File: config.mk
export PLATFORM = sky130hd
export DESIGN_NAME = rd_return_merger
export DESIGN_NICKNAME = d
export VERILOG_FILES = /design/src/rtl/rrm_pkg.sv /design/src/rtl/rrm_datapath.sv /design/src/rtl/rrm_ctrl.sv /design/src/rtl/rd_return_merger.sv
export SDC_FILE = /design/constraint.sdc
export NUM_CORES = 1
export LEC_CHECK = 0
export BUFFER_PORTS_ARGS = -buffer_cell sky130_fd_sc_hd__buf_2
export CORE_MARGIN = 2
export CORE_UTILIZATION = 30
export DETAILED_ROUTE_END_ITERATION = 6
export GPL_ROUTABILITY_DRIVEN = 0
export GPL_TIMING_DRIVEN = 0
export PLACE_DENSITY_LB_ADDON = 0.12
export SETUP_SLACK_MARGIN = 0.15
export SLEW_MARGIN = 10
export SYNTH_ARGS = -nofsm -noshare
export SYNTH_HDL_FRONTEND = slang
export SYNTH_SLANG_ARGS = --single-unit
File: constraint.sdc
create_clock -name clk -period 13.1 [get_ports clk]
set_input_delay 1.31 -clock clk [delete_from_list [all_inputs] [get_ports clk]]
set_output_delay 1.31 -clock clk [all_outputs]
set_load 0.02 [all_outputs]
File: src/rtl/rrm_pkg.sv
`timescale 1ns/1ps
package rrm_pkg;

  typedef enum logic [1:0] {
    SRC_P0  = 2'd0,
    SRC_P1  = 2'd1,
    SRC_BUF = 2'd2
  } srcSel_t;

  typedef enum logic [1:0] {
    M_IDLE   = 2'd0,
    M_DIRECT = 2'd1,
    M_REPLAY = 2'd2
  } mode_t;

  typedef struct packed {
    logic    outEn;
    srcSel_t outSrc;
    logic    pushEn;
    logic    pushPort;
  } dpCtrl_t;

endpackage

File: src/rtl/rrm_datapath.sv
`timescale 1ns/1ps
module rrm_datapath
  import rrm_pkg::*;
#(
  parameter int DATA_W = 64,
  parameter int DEPTH  = 4,
  parameter int PTR_W  = 2,
  parameter int CNT_W  = 3
) (
  input  logic              clk,
  input  logic              rstN,
  input  dpCtrl_t           strobes,
  input  logic [DATA_W-1:0] p0Data,
  input  logic [DATA_W-1:0] p1Data,
  output logic [CNT_W-1:0]  bufCount,
  output logic [DATA_W-1:0] cpuData
);

  logic [DATA_W-1:0] portData [2];
  logic [DATA_W-1:0] mem [DEPTH];
  logic [PTR_W-1:0]  wrPtr, rdPtr, wrNext, rdNext;
  logic [CNT_W-1:0]  count;
  logic              popEn;

  assign portData[0] = p0Data;
  assign portData[1] = p1Data;
  assign popEn       = strobes.outEn && (strobes.outSrc == SRC_BUF);
  assign bufCount    = count;

  // Pointer wrap: natural rollover for power-of-two depth, compare otherwise.
  generate
    if ((1 << PTR_W) == DEPTH) begin : g_wrapPow2
      assign wrNext = wrPtr + 1'b1;
      assign rdNext = rdPtr + 1'b1;
    end else begin : g_wrapCmp
      assign wrNext = (wrPtr == PTR_W'(DEPTH - 1)) ? '0 : wrPtr + 1'b1;
      assign rdNext = (rdPtr == PTR_W'(DEPTH - 1)) ? '0 : rdPtr + 1'b1;
    end
  endgenerate

  always_ff @(posedge clk) begin
    if (strobes.pushEn) mem[wrPtr] <= portData[strobes.pushPort];
  end

  always_ff @(posedge clk or negedge rstN) begin
    if (!rstN) begin
      wrPtr <= '0;
      rdPtr <= '0;
      count <= '0;
    end else begin
      if (strobes.pushEn) wrPtr <= wrNext;
      if (popEn)          rdPtr <= rdNext;
      unique case ({strobes.pushEn, popEn})
        2'b10:   count <= count + 1'b1;
        2'b01:   count <= count - 1'b1;
        default: count <= count;
      endcase
    end
  end

  always_ff @(posedge clk or negedge rstN) begin
    if (!rstN) begin
      cpuData <= '0;
    end else if (strobes.outEn) begin
      unique case (strobes.outSrc)
        SRC_P0:  cpuData <= p0Data;
        SRC_P1:  cpuData <= p1Data;
        default: cpuData <= mem[rdPtr];
      endcase
    end
  end

endmodule

File: src/rtl/rrm_ctrl.sv
`timescale 1ns/1ps
module rrm_ctrl
  import rrm_pkg::*;
#(
  parameter int TAG_W = 4,
  parameter int LEN_W = 2,
  parameter int CNT_W = 3
) (
  input  logic             clk,
  input  logic             rstN,
  input  logic             issueValid,
  input  logic             issuePort,
  input  logic [LEN_W-1:0] issueLen,
  input  logic [TAG_W-1:0] issueTag,
  output logic             issueReady,
  input  logic [1:0]       portValid,
  input  logic [CNT_W-1:0] bufCount,
  output dpCtrl_t          strobes,
  output mode_t            mode,
  output logic [1:0]       busyVec,
  output logic             cpuValid,
  output logic [TAG_W-1:0] cpuTag,
  output logic             cpuLast
);

  mode_t            modeQ, modeD;
  logic             curQ, curD;
  logic             busyQ [2];
  logic [TAG_W-1:0] tagQ  [2];
  logic [LEN_W-1:0] lenQ  [2];
  logic [LEN_W-1:0] doneQ [2];
  logic [1:0]       portLive;
  logic             outPort, outLast, accept;

  assign busyVec    = {busyQ[1], busyQ[0]};
  assign mode       = modeQ;
  assign portLive   = portValid & busyVec;
  assign issueReady = !busyVec[issuePort] && (modeQ != M_REPLAY);
  assign accept     = issueValid && issueReady;

  always_comb begin
    strobes = '0;
    outPort = 1'b0;
    modeD   = modeQ;
    curD    = curQ;
    unique case (modeQ)
      M_IDLE: begin
        if (portLive[0]) begin
          strobes.outEn  = 1'b1;
          strobes.outSrc = SRC_P0;
          outPort        = 1'b0;
          if (portLive[1]) begin
            strobes.pushEn   = 1'b1;
            strobes.pushPort = 1'b1;
          end
        end else if (portLive[1]) begin
          strobes.outEn  = 1'b1;
          strobes.outSrc = SRC_P1;
          outPort        = 1'b1;
        end
      end
      M_DIRECT: begin
        outPort = curQ;
        if (portLive[curQ]) begin
          strobes.outEn  = 1'b1;
          strobes.outSrc = curQ ? SRC_P1 : SRC_P0;
        end
        if (portLive[!curQ]) begin
          strobes.pushEn   = 1'b1;
          strobes.pushPort = !curQ;
        end
      end
      default: begin
        outPort = curQ;
        if (bufCount != '0) begin
          strobes.outEn  = 1'b1;
          strobes.outSrc = SRC_BUF;
        end
        if (portLive[curQ]) begin
          strobes.pushEn   = 1'b1;
          strobes.pushPort = curQ;
        end
      end
    endcase

    outLast = strobes.outEn && (doneQ[outPort] == lenQ[outPort]);

    if (strobes.outEn) begin
      if (outLast) begin
        if (modeQ == M_REPLAY) begin
          modeD = M_IDLE;
        end else if ((bufCount != '0) || strobes.pushEn) begin
          modeD = M_REPLAY;
          curD  = !outPort;
        end else begin
          modeD = M_IDLE;
        end
      end else if (modeQ == M_IDLE) begin
        modeD = M_DIRECT;
        curD  = outPort;
      end
    end
  end

  generate
    for (genvar p = 0; p < 2; p++) begin : g_slot
      logic hitIssue, hitOut;
      assign hitIssue = accept && (issuePort == 1'(p));
      assign hitOut   = strobes.outEn && (outPort == 1'(p));

      always_ff @(posedge clk or negedge rstN) begin
        if (!rstN) begin
          busyQ[p] <= 1'b0;
          tagQ[p]  <= '0;
          lenQ[p]  <= '0;
          doneQ[p] <= '0;
        end else if (hitIssue) begin
          busyQ[p] <= 1'b1;
          tagQ[p]  <= issueTag;
          lenQ[p]  <= issueLen;
          doneQ[p] <= '0;
        end else if (hitOut) begin
          if (outLast) busyQ[p] <= 1'b0;
          else         doneQ[p] <= doneQ[p] + 1'b1;
        end
      end
    end
  endgenerate

  always_ff @(posedge clk or negedge rstN) begin
    if (!rstN) begin
      modeQ    <= M_IDLE;
      curQ     <= 1'b0;
      cpuValid <= 1'b0;
      cpuTag   <= '0;
      cpuLast  <= 1'b0;
    end else begin
      modeQ    <= modeD;
      curQ     <= curD;
      cpuValid <= strobes.outEn;
      cpuLast  <= outLast;
      if (strobes.outEn) cpuTag <= tagQ[outPort];
    end
  end

endmodule

File: src/rtl/rd_return_merger.sv
`timescale 1ns/1ps
module rd_return_merger
  import rrm_pkg::*;
#(
  parameter int DATA_W    = 64,
  parameter int TAG_W     = 4,
  parameter int MAX_BEATS = 4,
  localparam int LEN_W    = (MAX_BEATS > 1) ? $clog2(MAX_BEATS) : 1,
  localparam int CNT_W    = $clog2(MAX_BEATS + 1)
) (
  input  logic              clk,
  input  logic              rstN,
  input  logic              issueValid,
  input  logic              issuePort,
  input  logic [LEN_W-1:0]  issueLen,
  input  logic [TAG_W-1:0]  issueTag,
  output logic              issueReady,
  input  logic              p0Valid,
  input  logic [DATA_W-1:0] p0Data,
  input  logic              p1Valid,
  input  logic [DATA_W-1:0] p1Data,
  output logic              cpuValid,
  output logic [DATA_W-1:0] cpuData,
  output logic [TAG_W-1:0]  cpuTag,
  output logic              cpuLast
);

  dpCtrl_t          strobes;
  mode_t            mode;
  logic [1:0]       busyVec;
  logic [CNT_W-1:0] bufCount;

  rrm_ctrl #(
    .TAG_W (TAG_W),
    .LEN_W (LEN_W),
    .CNT_W (CNT_W)
  ) u_ctrl (
    .clk        (clk),
    .rstN       (rstN),
    .issueValid (issueValid),
    .issuePort  (issuePort),
    .issueLen   (issueLen),
    .issueTag   (issueTag),
    .issueReady (issueReady),
    .portValid  ({p1Valid, p0Valid}),
    .bufCount   (bufCount),
    .strobes    (strobes),
    .mode       (mode),
    .busyVec    (busyVec),
    .cpuValid   (cpuValid),
    .cpuTag     (cpuTag),
    .cpuLast    (cpuLast)
  );

  rrm_datapath #(
    .DATA_W (DATA_W),
    .DEPTH  (MAX_BEATS),
    .PTR_W  (LEN_W),
    .CNT_W  (CNT_W)
  ) u_dp (
    .clk      (clk),
    .rstN     (rstN),
    .strobes  (strobes),
    .p0Data   (p0Data),
    .p1Data   (p1Data),
    .bufCount (bufCount),
    .cpuData  (cpuData)
  );

endmodule

==> results of run 1 <==
==> Yosys cell counts, types with 2 or more instances <==
cell | number | share of area
nor2_1 | 80 | 0.020
mux2_2 | 11 | 0.0084
mux2_1 | 61 | 0.046
buf_2 | 26 | 0.0088
a31oi_1 | 68 | 0.029
dfrtp_1 | 98 | 0.17
xor2_1 | 7 | 0.0041
nand3_1 | 7 | 0.0024
a21o_1 | 3 | 0.0015
o21ai_0 | 3 | 0.0010
a22oi_1 | 64 | 0.032
nor2b_1 | 8 | 0.0034
inv_1 | 7 | 0.0018
buf_1 | 4 | 0.0010
o311ai_0 | 2 | 0.0012
ha_1 | 5 | 0.0042
edfxtp_1 | 256 | 0.52
a211oi_1 | 2 | 0.0010
mux4_2 | 64 | 0.097
nand2_1 | 100 | 0.025
clkbuf_1 | 30 | 0.0076
xnor2_1 | 7 | 0.0041
o211ai_1 | 2 | 0.0010
nand4_1 | 3 | 0.0013
==> sequential cells by signal, summed over array words and instances (netlist names) <==
signal	cells
u_dp.cpuData	64
u_dp.rdPtr	2
u_ctrl.cpuTag	4
u_ctrl.mode	2
u_ctrl.lenQ	4
u_ctrl.cpuLast	1
u_dp.wrPtr	2
u_ctrl.tagQ	8
u_ctrl.busyVec	2
u_ctrl.cpuValid	1
u_dp.bufCount	3
u_ctrl.curQ	1
u_ctrl.doneQ	4
u_dp.mem	256
==> placed cells by master (no fill, tap or decap), types with 3 or more instances in the layout <==
master     netlist  layout
dfrtp_1         98      98
mux4_2          64      64
a21o_1           3       3
mux2_2          11      11
clkbuf_1        30      36
clkinv_2         0      13
xnor2_1          7       7
bufinv_16        0       4
a22oi_1         64      64
nand2_1        100     100
o21ai_0          3       3
buf_12           0       9
clkinv_1         0       3
mux2_1          61      61
xor2_1           7       7
nor2_1          80      80
nor2b_1          8       4
buf_2           26     235
nand3_1          7       7
clkbuf_16        0      43
ha_1             5       5
inv_1            7       7
nand4_1          3       3
nor2b_4          0       4
a31oi_1         68      68
buf_1            4       4
edfxtp_1       256     256
buf_16           0       4
==> cell type report <==
class,instances,area (um^2)
multi-input combinational,514,4420
fill,4726,30400
sequential,354,10100
buffer,61,265
clock inverter,26,246
antenna,1,2.50
clock buffer,51,1130
inverter,8,30.0
timing repair buffer,223,1350
tap,664,831
==> layer usage <==
metal / part of all wire / GRT usage / up-vias
li1: - / - / 4188
met1: 0.47 / 0.230 / 4701
met2: 0.46 / 0.260 / 192
met3: 0.048 / 0.0316 / 55
met4: 0.019 / 0.0471 / 8
met5: 0.0010 / 0 / -
==> power groups by stage <==
stage	clock (mW)	sequential (mW)	combinational, mW
after detailed placement	0	1.81	2.05
after floorplan	0	1.94	1.14
after CTS	1.20	1.79	2.05
final	1.16	1.79	2.00
after global placement	0	1.86	1.96
after global routing	1.24	1.83	2.21
==> worst max-delay path, delay by kind of cell <==
| family | cells | cell delay (ps) |
|---|---|---|
| and+or+nand+nor | 1 | 60 |
| AOI/OAI and AO/OA | 1 | 420 |
| buffers and inverters | 2 | 430 |
==> per-stage QoR <==
| stage | instances | power [mW] | setup slack, ps | instance area, um^2 | util |
|---|---|---|---|---|---|
| global route | 1901 | 5.27 | 9530 | 18400 | 0.377 |
| CTS | 1901 | 5.05 | 9590 | 18400 | 0.377 |
| floorplan | 937 | 3.09 | 7770 | 14800 | - |
| detailed placement | 1824 | 3.86 | 9390 | 17000 | 0.349 |
| finish | 1902 | 4.95 | 9560 | 18400 | 0.377 |
| global placement | 1811 | 3.83 | 4400 | 16700 | 0.342 |
==> final timing paths <==
path	start	to	slack, ps
setup reg to reg	u_ctrl.mode[1]	u_dp.bufCount[2]	10270
hold reg to reg	u_dp.bufCount[2]	u_dp.bufCount[2]	480
hold / removal	u_dp.bufCount[2]	u_dp.bufCount[2]	480
max in group asynchronous	rstN	u_dp.cpuData[5]	11650
setup / recovery	issuePort	issueReady	9560
min in group asynchronous	rstN	u_dp.cpuData[49]	740
==> cells by family (layout without fill, tap and decap cells) <==
logic type / Yosys count / in the layout / share of synthesized area
AOI/OAI and AO/OA: 153 / 153 / 0.0737
xor gates and xnor gates: 14 / 14 / 0.00827
adders and majority gates: 6 / 6 / 0.00557
buffers and inverters: 69 / 369 / 0.0199
DFF: 354 / 354 / 0.684
muxes: 136 / 136 / 0.152
other: 0 / 1 / 0
and+or+nand+nor: 205 / 205 / 0.0569
==> results.cfg, run 1 <==
[timing]
fmax_ghz = 0.283
maxSlewViolCount = 0
tightest_slew_ps = 1040
fin_crit_sh = 0.270
fin_tns_setup_ps = 0
setup_viol = 0
finClkSkew_ps = 11.4
hold_ws_ps = 476
max_slew_margin = 0.306
hold_viol = 0
period_minus_slack_ps = 3540
rsz0062_at_grt = no

[floorplan]
std_cell_rows = 81
core_um2 = 48800
fp.dieW_um = 226
die_area_um2 = 51200
start_util = 0.304
io_pins = 211
die_h_um = 226

[clock_tree]
cts_root_buf = clkbuf_16
cts_tree = yes
cts_buffers = 42
clock_latency_ps = 560
cts.sinks = 354
cts_setup_buffers = 0
h-tree-depth = 2
cts.repair.resized = 0
cts.path.max_buffers = 3
clkTransAtPathRegs_ps = 60
cts_hold_buf = 0

[drt]
vias_per_cell = 4.81
vias = 9144
wl_mm = 41.3
firstDrtPassIters = 5
wl_per_cell_um = 21.7
dr.first_iter.drc_count = 581
final_antenna_net_count = 0
route.detailed.drc = 0

[cells_and_area]
syn2layout_area_growth_pct = 24.2
nNetsFinal = 1350
drive_gt1_frac = 0.329

[status]
status = completed

[pwr]
vdd_drop_max_mv = 0.0933
internal_power_mw = 3.09
power.share.clock = 0.235
p_leak_nw = 6.79
p_seq_frac = 0.362
sw_frac_of_total = 0.375
combPwrFrac = 0.404
power.switching_mw = 1.86
p_per_area_nw_per_um2 = 269

[setup_path]
critPathMostFrequentCell = buf_2
cp_max_fo = 5
cp_slowest_cell = a211oi_1
r2r_cells = 10
crit_type = input port to primary output
cp_slowest_stage_delay_ps = 420
cp-end-kind = primary output
crit_chain = buf_2 > nor2b_1 > a211oi_1 > buf_2
cp.required_ps = 11790
critPathArrivalTime_ps = 2230
critPathLaunchType = input port

[logic_synthesis]
syn_area_per_cell_um2 = 15.8
ys_seq_area_frac = 0.684
ys_ff_latch = 354
syn_area_um2 = 14800
synthesis.nets = 1083
synth_edf_count = 256
synthArstFlopShare = 0.277
synth_cells = 937
yosys.cell_types.count = 43
yosys_warnings = 0
synthFlopType = edfxtp_1

[placed_design]
dp.final_hpwl_mm = 28.1
placement.io_buffers = 210

[min_path]
min_path_cells = 1
hold_class = register to register

[global_routing]
antenna_found_initial = 6
gr-total-overflow = 0
grt_pass1_wl_mm = 61.5
grt_pass1_vias = 9601
grt_max_degree = 51
grt_usage = 0.164

[run]
maxCapViolCount = 0
(Power assumes the default switching activity.)
==> inputs of run 2 (changes only) <==
--- a/config.mk
+++ b/config.mk
@@ -5,6 +5,7 @@
 export SDC_FILE = /design/constraint.sdc
 export NUM_CORES = 1
 export LEC_CHECK = 0
+export ABC_AREA = 1
 export BUFFER_PORTS_ARGS = -buffer_cell sky130_fd_sc_hd__buf_2
 export CORE_MARGIN = 2
 export CORE_UTILIZATION = 30
==> constraint.sdc (replaced) <==
create_clock -name clk -period 3.05 [get_ports clk]
set_input_delay 0.305 -clock clk [delete_from_list [all_inputs] [get_ports clk]]
set_output_delay 0.305 -clock clk [all_outputs]
set_load 0.02 [all_outputs]
==> run 2 against run 1 <==
  * Power rose to 4.9 times the previous value
  * Design area grew 6.4%
  * Clock power grew to 4.6 times the previous value
  * Register-to-register slack worse by 9800 ps
  * Critical endpoint is now u_dp.bufCount[2]
  * Critical path depth increased by 6
  * Largest cell class unchanged
  * Sequential share of layout area decreased by 3.3 points
  * Die area rose by 6.1%
==> results.cfg, run 2 <==
[cells_and_area]
final_cell_count_no_fill = 2528
drive_gt1_frac = 0.219
final_common_cell = nand2_1
largest_reg_flops = 256
top_register = u_dp.mem
finalCoreUtilization = 0.380
mostFrequentLayoutCells = nand2_1 (523), buf_2 (261), edfxtp_1 (256)
nNetsFinal = 1958
reg_top3 = u_dp.mem (256), u_dp.cpuData (64), u_ctrl.tagQ (8)
diodes = 0
syn2layout_area_growth_pct = 24.3

[global_routing]
gr-max-usage-layer = met2
grt_pass1_wl_mm = 78.9
antenna_found_initial = 1
met2_usage = 0.319
grt_pass1_vias = 12100
grt_usage = 0.198
gr-usage-met3 = 0.0353
gr-total-overflow = 0
grt_max_degree = 71
use_met1 = 0.270

[timing]
hold_ws_ps = 20.9
fin_crit_sh = 0.861
maxSlewViolCount = 0
tightest_slew_ps = 736
hold_viol = 0
finClkSkew_ps = 23.7
setup_slack_ps = 424
period_minus_slack_ps = 2630
setup_viol = 0
rsz0062_at_grt = no
fmax_ghz = 0.381
max_slew_margin = 0.510

[clock_tree]
cts_setup_buffers = 0
h-tree-depth = 2
cts.path.max_buffers = 3
cts_hold_buf = 30
cts_buffers = 44
cts_root_buf = clkbuf_16
clock_latency_ps = 580
cts_tree = yes
cts.repair.resized = 0
clkTransAtPathRegs_ps = 60
cts.sinks = 354

[drt]
vias = 12400
route.detailed.drc = 0
firstDrtPassIters = 5
wl_mm = 54.1
final_antenna_net_count = 0
dr.first_iter.drc_count = 1065
vias_per_cell = 4.92
wl_per_cell_um = 21.4

[placed_design]
placement.io_buffers = 210
dp_cells = 2416
dp.final_hpwl_mm = 36.6
place_ws_ps = 426

[logic_synthesis]
synthesis.nets = 1667
synthArstFlopShare = 0.277
synth_cells = 1521
yosys.cell_types.count = 31
synthFlopType = edfxtp_1
yosys.area.top_type = edfxtp_1
synth_edf_count = 256
ys_ff_latch = 354
yosys_warnings = 0
synth.most_common_cell = nand2_1
ys_seq_area_frac = 0.644
syn_area_per_cell_um2 = 10.4
synth_top_area_share = 0.488
ys_top_cells_by_area = edfxtp_1 (49%), dfrtp_1 (16%), nand2_1 (12%)
syn_area_um2 = 15800
synth_commonest_cells = nand2_1 (523), edfxtp_1 (256), nand3_1 (247)

[floorplan]
die_area_um2 = 54400
fp.dieW_um = 233
io_pins = 211
std_cell_rows = 83
die_h_um = 233
core_um2 = 51600
start_util = 0.305

[setup_path]
cp-end-kind = register
cp_max_fo = 10
startpoint = u_ctrl.mode[1]
r2r_start = u_ctrl.mode[1]
crit_type = register to register
critPathLaunchType = register
timing.rr.end = u_dp.bufCount[2]
cp.required_ps = 3490
r2r_setup_slack_ps = 420
r2r_cells = 10
critPathArrivalTime_ps = 3060

[status]
status = completed

[run]
maxCapViolCount = 0

[min_path]
hold_class = input port to register
min_to = u_dp.cpuData[54]
min_path_cells = 3
hp-start = p0Data[54]

[pwr]
vdd_drop_max_mv = 0.503
p_leak_nw = 7.95
p_per_area_nw_per_um2 = 1230
-- run 2: changes by cell type in the layout (fill, tap and decap cells not counted), moves of 35 or more --
cell | previous run | this run
mux4_2 | 64 | 0
a31oi_1 | 68 | 18
a22oi_1 | 64 | 7
nand3_1 | 7 | 247
mux2_1 | 61 | 0
nand2_1 | 100 | 523
a21oi_1 | 1 | 36
-- run 2: power breakdown --
part	switching [mW]	total, mW	internal (mW)
logic	7.71	10.9	3.17
clock network	2.10	5.37	3.27
registers	0.598	7.85	7.25
total	10.4	24.1	13.7
-- run 2: kinds of logic (layout without fill, tap and decap cells) --
logic type / after synthesis / after routing / synth area share
buf+inv: 133 / 460 / 0.0415
flops: 354 / 354 / 0.644
compound gates: 147 / 147 / 0.0748
fa+ha+maj: 6 / 6 / 0.00524
simple gates: 874 / 874 / 0.231
xor+xnor: 7 / 7 / 0.00389
-- run 2: through the flow --
stage	TNS (ps)	instance area [um^2]	power, mW
final	0	19600	24.1
after global routing	0	19600	25.6
after CTS	0	19600	24.4
after detailed placement	0	17800	18.9
after global placement	-273450	17700	18.8
after floorplan	0	15800	14.6
-- run 2: per-layer routing --
layer / wire [um] / vias up / share of wire
met5: 0 / - / 0
met4: 1410 / 0 / 0.026
met3: 3080 / 82 / 0.057
met2: 25200 / 383 / 0.47
met1: 24400 / 6119 / 0.45
li1: - / 5856 / -
-- run 2: layout make-up --
cell class	instances	area [um^2]
fillers	5122	32000
plain buffers	98	523
flip-flops and latches	354	10100
multi-input cells	1034	4960
repair buffers	245	1490
well taps	680	851
clock buffers	58	1240
inverters	35	141
clock inverters	24	249
-- run 2: how the worst max path moves through the flow --
stage,endpoint,slack (ps),depth (start not counted)
after floorplan,u_dp.mem[0][0],330,5
after global placement,u_dp.mem[2][32],-1100,5
after detailed placement,u_dp.bufCount[2],430,10
after CTS,u_dp.bufCount[2],430,10
after global routing,u_dp.bufCount[2],170,10
final,u_dp.bufCount[2],420,10
-- run 2: critical path, stage by stage (launching register included) --
cell     delay, ps
dfrtp_1        500
inv_2          110
nor2_4         270
buf_4          260
buf_2          290
ha_1           190
inv_1           60
fa_1           390
a21oi_1        140
o21ai_0        120
xor2_1         160
